[src/rtl/burst_seq_pkg.sv]
package burst_seq_pkg;
  typedef enum logic {
    ORD_LINEAR     = 1'b0,
    ORD_INTERLEAVE = 1'b1
  } beat_order_e;
endpackage

[src/rtl/burst_base_reg.sv]
module burst_base_reg #(
  parameter int ADDR_W = 15
) (
  input  logic              clk,
  input  logic              rst,
  input  logic              load,
  input  logic [ADDR_W-1:0] addr_in,
  output logic [ADDR_W-1:0] base_q,
  output logic [ADDR_W-1:0] base_nxt
);
  always_comb base_nxt = load ? addr_in : base_q;

  always_ff @(posedge clk) begin
    if (rst) base_q <= '0;
    else     base_q <= base_nxt;
  end

  logic past_ok;
  always_ff @(posedge clk) past_ok <= 1'b1;

  // without a load the stored start address never moves
  p_base_hold_r7: assert property (@(posedge clk) disable iff (rst)
    (past_ok && !$past(rst) && !$past(load)) |-> $stable(base_q));
endmodule

[src/rtl/burst_beat_ctr.sv]
module burst_beat_ctr #(
  parameter int OFS_W = 2
) (
  input  logic             clk,
  input  logic             rst,
  input  logic             clr,
  input  logic             step,
  output logic [OFS_W-1:0] beat_q,
  output logic [OFS_W-1:0] beat_nxt
);
  always_comb begin
    if (clr)       beat_nxt = '0;
    else if (step) beat_nxt = beat_q + OFS_W'(1);
    else           beat_nxt = beat_q;
  end

  always_ff @(posedge clk) begin
    if (rst) beat_q <= '0;
    else     beat_q <= beat_nxt;
  end

  logic past_ok;
  always_ff @(posedge clk) past_ok <= 1'b1;

  // one step per advance, wrapping modulo the burst length
  p_beat_step_r5: assert property (@(posedge clk) disable iff (rst)
    (past_ok && !$past(rst) && $past(step) && !$past(clr))
      |-> beat_q == OFS_W'($past(beat_q) + 1'b1));
  // a start always clears the beat
  p_beat_clear_r2: assert property (@(posedge clk) disable iff (rst)
    (past_ok && !$past(rst) && $past(clr)) |-> beat_q == '0);
endmodule

[src/rtl/burst_ofs_map.sv]
module burst_ofs_map
  import burst_seq_pkg::*;
#(
  parameter int OFS_W = 2
) (
  input  beat_order_e      order,
  input  logic [OFS_W-1:0] base_ofs,
  input  logic [OFS_W-1:0] beat,
  output logic [OFS_W-1:0] ofs
);
  logic [OFS_W-1:0] ofs_xor;
  logic [OFS_W-1:0] ofs_add;

  for (genvar b = 0; b < OFS_W; b++) begin : g_xor
    assign ofs_xor[b] = base_ofs[b] ^ beat[b];
  end

  assign ofs_add = base_ofs + beat;

  always_comb ofs = (order == ORD_INTERLEAVE) ? ofs_xor : ofs_add;
endmodule

[src/rtl/burst_addr_seq.sv]
module burst_addr_seq
  import burst_seq_pkg::*;
#(
  parameter int ADDR_W = 15,
  parameter int OFS_W  = 2
) (
  input  logic              clk,
  input  logic              rst,
  input  logic              ilv_i,
  input  logic              start_i,
  input  logic [ADDR_W-1:0] start_addr_i,
  input  logic              adv_i,
  output logic [ADDR_W-1:0] addr_o,
  output logic [OFS_W-1:0]  beat_o
);
  localparam int UP_W = ADDR_W - OFS_W;

  beat_order_e      order;
  logic [ADDR_W-1:0] base_q, base_nxt;
  logic [OFS_W-1:0]  beat_q, beat_nxt;
  logic [OFS_W-1:0]  ofs_nxt;
  logic [ADDR_W-1:0] addr_q;

  assign order = beat_order_e'(ilv_i);

  burst_base_reg #(.ADDR_W(ADDR_W)) u_base (
    .clk(clk), .rst(rst), .load(start_i), .addr_in(start_addr_i),
    .base_q(base_q), .base_nxt(base_nxt)
  );

  burst_beat_ctr #(.OFS_W(OFS_W)) u_beat (
    .clk(clk), .rst(rst), .clr(start_i), .step(adv_i),
    .beat_q(beat_q), .beat_nxt(beat_nxt)
  );

  burst_ofs_map #(.OFS_W(OFS_W)) u_map (
    .order(order), .base_ofs(base_nxt[OFS_W-1:0]), .beat(beat_nxt), .ofs(ofs_nxt)
  );

  always_ff @(posedge clk) begin
    if (rst) addr_q <= '0;
    else     addr_q <= {base_nxt[ADDR_W-1:OFS_W], ofs_nxt};
  end

  assign addr_o = addr_q;
  assign beat_o = beat_q;

  logic past_ok;
  always_ff @(posedge clk) past_ok <= 1'b1;

  p_load_r2: assert property (@(posedge clk) disable iff (rst)
    (past_ok && !$past(rst) && $past(start_i))
      |-> (addr_o == $past(start_addr_i) && beat_o == '0));
  p_idle_r6: assert property (@(posedge clk) disable iff (rst)
    (past_ok && !$past(rst) && !$past(start_i) && !$past(adv_i))
      |-> ($stable(addr_o) && $stable(beat_o)));
  p_upper_r7: assert property (@(posedge clk) disable iff (rst)
    (past_ok && !$past(rst) && !$past(start_i))
      |-> $stable(addr_o[ADDR_W-1:OFS_W]));
  p_ilv_map_r3: assert property (@(posedge clk) disable iff (rst)
    ilv_i |-> ((addr_o[OFS_W-1:0] ^ beat_o) == base_q[OFS_W-1:0]));
  p_lin_map_r4: assert property (@(posedge clk) disable iff (rst)
    !ilv_i |-> (OFS_W'(addr_o[OFS_W-1:0] - beat_o) == base_q[OFS_W-1:0]));

  if (UP_W < 1) begin : g_bad_width
    initial $error("ADDR_W must exceed OFS_W");
  end
endmodule

[config.mk]
export PLATFORM = sky130hd
export DESIGN_NAME = burst_addr_seq
export DESIGN_NICKNAME = d
export VERILOG_FILES = /design/src/rtl/burst_seq_pkg.sv /design/src/rtl/burst_base_reg.sv /design/src/rtl/burst_beat_ctr.sv /design/src/rtl/burst_ofs_map.sv /design/src/rtl/burst_addr_seq.sv
export SDC_FILE = /design/constraint.sdc
export NUM_CORES = 1
export LEC_CHECK = 0
export BUFFER_PORTS_ARGS = -buffer_cell sky130_fd_sc_hd__buf_2
export CAP_MARGIN = 20
export CELL_PAD_IN_SITES_DETAIL_PLACEMENT = 0
export CELL_PAD_IN_SITES_GLOBAL_PLACEMENT = 2
export CORE_MARGIN = 1
export CORE_UTILIZATION = 24
export CTS_CLUSTER_DIAMETER = 200
export DETAILED_ROUTE_END_ITERATION = 6
export GPL_TIMING_DRIVEN = 0
export PLACE_DENSITY_LB_ADDON = 0.1
export SYNTH_ARGS = -nofsm -noshare
export SYNTH_HDL_FRONTEND = slang
export SYNTH_SLANG_ARGS = --single-unit
[constraint.sdc]
create_clock -name clk -period 1.7 [get_ports clk]
set_input_delay 0.17 -clock clk [delete_from_list [all_inputs] [get_ports clk]]
set_output_delay 0.17 -clock clk [all_outputs]
set_load 0.005 [all_outputs]
* Word level (Yosys, flattened, before mapping)
Cells that the tools add are included.
Widths: inputs -> output; s select.
** Word-level totals
- Bits in registers :: 32
- Bits in latches :: 0
- RAM bits :: 0
- ROM bits :: 0
- Input bits :: 20
- Output and inout port bits :: 17
- Memories :: 0
** Operators by class
- Add/sub/neg operators :: 2
- $mul :: 0
- Div/mod/pow operators :: 0
- $lt $le $gt $ge :: 0
- Eq/ne operators :: 0
- Shifts and indexed selects :: 0
- Mux-type cells :: 4
- Bitwise operators :: 2
- Reduce and logical (&&, ||, !) cells :: 0
** Operators with widths (count)
- $mux 15 :: 1
- $mux 2 :: 3
- $add 2x1->2 const B :: 1
- $add 2x2->2 :: 1
- $xor 1x1->1 :: 2

* Depth between registers and ports, before layout
- Depth in word-level cells :: 5
- Mapped depth :: 7

* Hierarchy
From an unflattened synthesis, not the netlist that was laid out.
** Unflattened totals
- Cells, all modules :: 92
- Area total of the unflattened synthesis :: 1228.7 um^2
** Modules (own cells, without submodules)
- burst_base_reg :: times used 1, cells an instance 48, area an instance 666.9 um^2
- burst_addr_seq :: times used 1, cells an instance 31, area an instance 432.9 um^2
- burst_beat_ctr :: times used 1, cells an instance 9, area an instance 92.6 um^2
- burst_ofs_map :: times used 1, cells an instance 4, area an instance 36.3 um^2

* Least setup slack after synthesis
OpenSTA, ideal clock, no wires.
- Path kind :: input-to-reg
- Start :: input start_i
- End :: register addr_q[1], in the netlist addr_o[1]
- Data arrival time :: 1.444 ns
- Slack :: 0.134 ns
- Stages on the path :: 6
- Path buffers :: 1
- Cell sequence :: buf_4 mux2_2 ha_1 nor2b_1 xnor2_1 mux2_4
** Between the ends
- Longest elaborated chain between the ends :: 3
- Elaborated cells on any way between the ends :: 5
- Those cells by class :: add/sub (1); mux (3); bitwise (1)
** Ends and longest elaborated chain
- start: declaration :: RTL line burst_addr_seq.sv:10 : input logic start_i,
- $mux 15 :: RTL line burst_base_reg.sv:11 : always_comb base_nxt = load ? addr_in : base_q;
- named net base_nxt[0] :: RTL line burst_addr_seq.sv:19 : logic [ADDR_W-1:0] base_q, base_nxt;
- $add 2x2->2 :: RTL line burst_ofs_map.sv:18 : assign ofs_add = base_ofs + beat;
- $mux 2 :: RTL line burst_ofs_map.sv:20 : always_comb ofs = (order == ORD_INTERLEAVE) ? ofs_xor : ofs_add;
- end signal: assignment :: RTL line burst_addr_seq.sv:42 : else addr_q <= {base_nxt[ADDR_W-1:OFS_W], ofs_nxt};
- end: declaration :: RTL line burst_addr_seq.sv:22 : logic [ADDR_W-1:0] addr_q;
The timed path passes the listed nets, and every way through them passes these cells.
A chain may end at the register's enable or synchronous reset.

* Final worst setup path
- Start :: register u_beat.beat_q[0]
- End :: register addr_q[1], in the netlist addr_o[1]
** Between the ends
- Longest elaborated chain between the ends :: 5
- Elaborated cells on any way between the ends :: 6
- Those cells by class :: add/sub (2); mux (3); bitwise (1)
** Ends and longest elaborated chain
- start: declaration :: RTL line burst_beat_ctr.sv:8 : output logic [OFS_W-1:0] beat_q,
- start signal: assignment :: RTL line burst_beat_ctr.sv:19 : else beat_q <= beat_nxt;
- $add 2x1->2 :: RTL line burst_beat_ctr.sv:13 : else if (step) beat_nxt = beat_q + OFS_W'(1);
- $mux 2 * :: RTL line burst_beat_ctr.sv:13
- $mux 2 * :: RTL line burst_beat_ctr.sv:12 : if (clr) beat_nxt = '0;
- named net beat_nxt[0] :: RTL line burst_addr_seq.sv:20 : logic [OFS_W-1:0] beat_q, beat_nxt;
- $add 2x2->2 * :: RTL line burst_ofs_map.sv:18
- $mux 2 * :: RTL line burst_ofs_map.sv:20
Mark *: on every way through the listed nets, which the timed path passes. The rest lies on a longest branch.

==> impl_metrics.py <==
metrics = {
    "final_layout": {
        "fillers": 373,
        "layout-drive-gt1-share": 0.492,
        "antennaDiodeCount": 0,
        "finalNetCount": 142,
        "syn2layout_area_growth_pct": 31.0,
        "fin_util": 0.329,
    },
    "route": {
        "vias": 642,
        "first_pass_iters": 4,
        "ant_nets": 0,
        "drt_wl_total_mm": 1.59,
        "drtIter0Drc": 21,
        "drc": 0,
        "wl_per_cell_um": 9.59,
        "vias_per_cell": 3.87,
    },
    "floorplan": {
        "design.portCount": 37,
        "die_w_um": 61.1,
        "start_util": 0.251,
        "fp-row-count": 21,
        "die_y_um": 61.1,
        "dieArea_um2": 3730,
        "core_um2": 3340,
    },
    "yosys": {
        "postSynthCellCount": 81,
        "seq_area_frac_synth": 0.454,
        "syn_area_per_cell_um2": 10.3,
        "synth_cell_types": 18,
        "netlist_area_um2": 838,
        "yosysWarnings": 0,
        "synth_nets": 102,
        "synth-seq-cells": 19,
    },
    "clock_tree": {
        "cts_max_level": 1,
        "clockRootBuffer": "clkbuf_4",
        "numCtsBuffers": 3,
        "clk_pin_slew_ps": 120,
        "clockBufferDepth": 2,
        "insertion_delay_ps": 300,
        "cts_hold_buf": 0,
        "postCtsSetupRepairBufs": 0,
        "cts_resized": 0,
        "cts_tree": "yes",
        "clock_sinks": 19,
    },
    "job": {
        "timing.max_cap.violations": 0,
    },
    "grt": {
        "grt_first_pass_wirelength_mm": 2.50,
        "antenna_found_initial": 0,
        "grt_overflow": 0,
        "track_usage": 0.0935,
        "grt_max_degree": 12,
        "first_global_vias": 568,
    },
    "sta": {
        "rsz0062_at_grt": "false",
        "period_needed_ps": 1560,
        "hold_viol": 0,
        "worstMarginPinSlew_ps": 488,
        "min_period_over_period": 0.916,
        "maxSlewViolCount": 0,
        "fmax_mhz": 642,
        "skew_ps": 11.6,
        "max_slew_margin": 0.675,
        "setup_violations": 0,
    },
    "placed_design": {
        "port_buffers": 35,
        "detailed_place_hpwl_mm": 1.16,
        "place.gp.congestion": 0.593,
    },
    "critical_path": {
        "path_max_fanout": 6,
        "worstPathRequired_ps": 1890,
        "crit_arrival_ps": 1750,
        "start_kind": "flip-flop",
        "cp-end-kind": "flip-flop",
        "criticalPathCategory": "flip-flop to flip-flop",
    },
    "power": {
        "peakVddDrop_v": 0.000348,
        "power.density_nw_per_um2": 784,
        "power_mw": 0.862,
        "power_leakage_nw": 0.574,
    },
    "outcome": {
        "status": "finished clean",
    },
    "hold_path": {
        "hold_path.class": "primary input to flip-flop",
    },
}
synthesized netlist by cell type:
master,count,share of area
xnor2_1,2,0.021
ha_1,1,0.015
nor2_1,15,0.067
mux2_4,1,0.018
dfxtp_1,19,0.45
buf_4,15,0.13
a211oi_1,1,0.0090
nor2b_1,4,0.030
nand2_1,1,0.0045
mux2i_1,14,0.17
a21bo_2,1,0.012
mux2_2,1,0.013
and4bb_1,1,0.015
nand3b_1,1,0.0090
buf_1,1,0.0045
nor3_1,1,0.0060
buf_2,1,0.0060
a211oi_2,1,0.015
cells in the final DEF, fill, tap and decap left out, types with 2 or more instances in the layout:
| master | n |
|---|---|
| xnor2_1 | 2 |
| buf_4 | 15 |
| clkbuf_4 | 3 |
| dfxtp_1 | 19 |
| nor2b_1 | 4 |
| nor2_1 | 15 |
| buf_2 | 36 |
| mux2i_1 | 14 |
layer usage:
metal  global-route usage  vias to the layer above  part of all wire
met5                    0                        -                 0
li1                     -                      332                 -
met1                0.114                      289              0.46
met4               0.0292                        0             0.010
met3               0.0441                        2             0.060
met2                0.146                       19              0.47
per-stage QoR:
step	instances	setup slack, ps	hold WS (ps)	TNS (ps)	instance area, um2
2_1_floorplan	81	134	317	0	838
3_3_place_gp	162	-75.8	404	-75.8	1070
3_5_place_dp	162	-83.5	414	-83.5	1070
4_1_cts	166	128	87.3	0	1100
5_1_grt	166	11.9	84.6	0	1100
6_report	166	142	96.2	0	1100
final timing paths:
| check | end | slack (ps) | cells past startpoint | from |
|---|---|---|---|---|
| setup / recovery | addr_o[1] | 140 | 6 | u_beat.beat_q[0] |
| hold / removal | addr_o[2] | 100 | 3 | start_addr_i[2] |
| setup reg to reg | addr_o[1] | 140 | 6 | u_beat.beat_q[0] |
| hold reg to reg | addr_o[2] | 510 | 2 | addr_o[2] |
flip-flops by register name (all words and copies together) (netlist names):
signal         cells
u_beat.beat_q      2
u_base.base_q      2
addr_o            15
power by group:
part,switching (mW),internal (mW)
clock network,0.143,0.0875
logic,0.0586,0.0881
registers,0.0122,0.472
total,0.214,0.648
critical path, cell delays in order, from the launching register on:
cell     delay [ps]
dfxtp_1         430
xnor2_1         170
nor2_1           70
ha_1            170
nor2b_1         130
xnor2_1         180
mux2_4          310
cell families after synthesis:
family / synth area share
AO/OA/AOI/OAI: 0.0358
XOR/XNOR: 0.0209
adder cells (fa/ha/maj): 0.0149
buffers and inverters: 0.145
flip-flops: 0.454
multiplexers: 0.198
AND/OR/NAND/NOR: 0.131
area by class of cell:
cell class	instances	area, um2	share of cell area
plain buffers	17	121	0.110
clock buffers	3	22.5	0.0205
clock inverters	1	5.00	0.00456
multi-input cells	45	337	0.306
flip-flops and latches	19	380	0.346
well taps	46	57.6	0.0524
repair buffers	35	175	0.159
(Power assumes the default switching activity.)
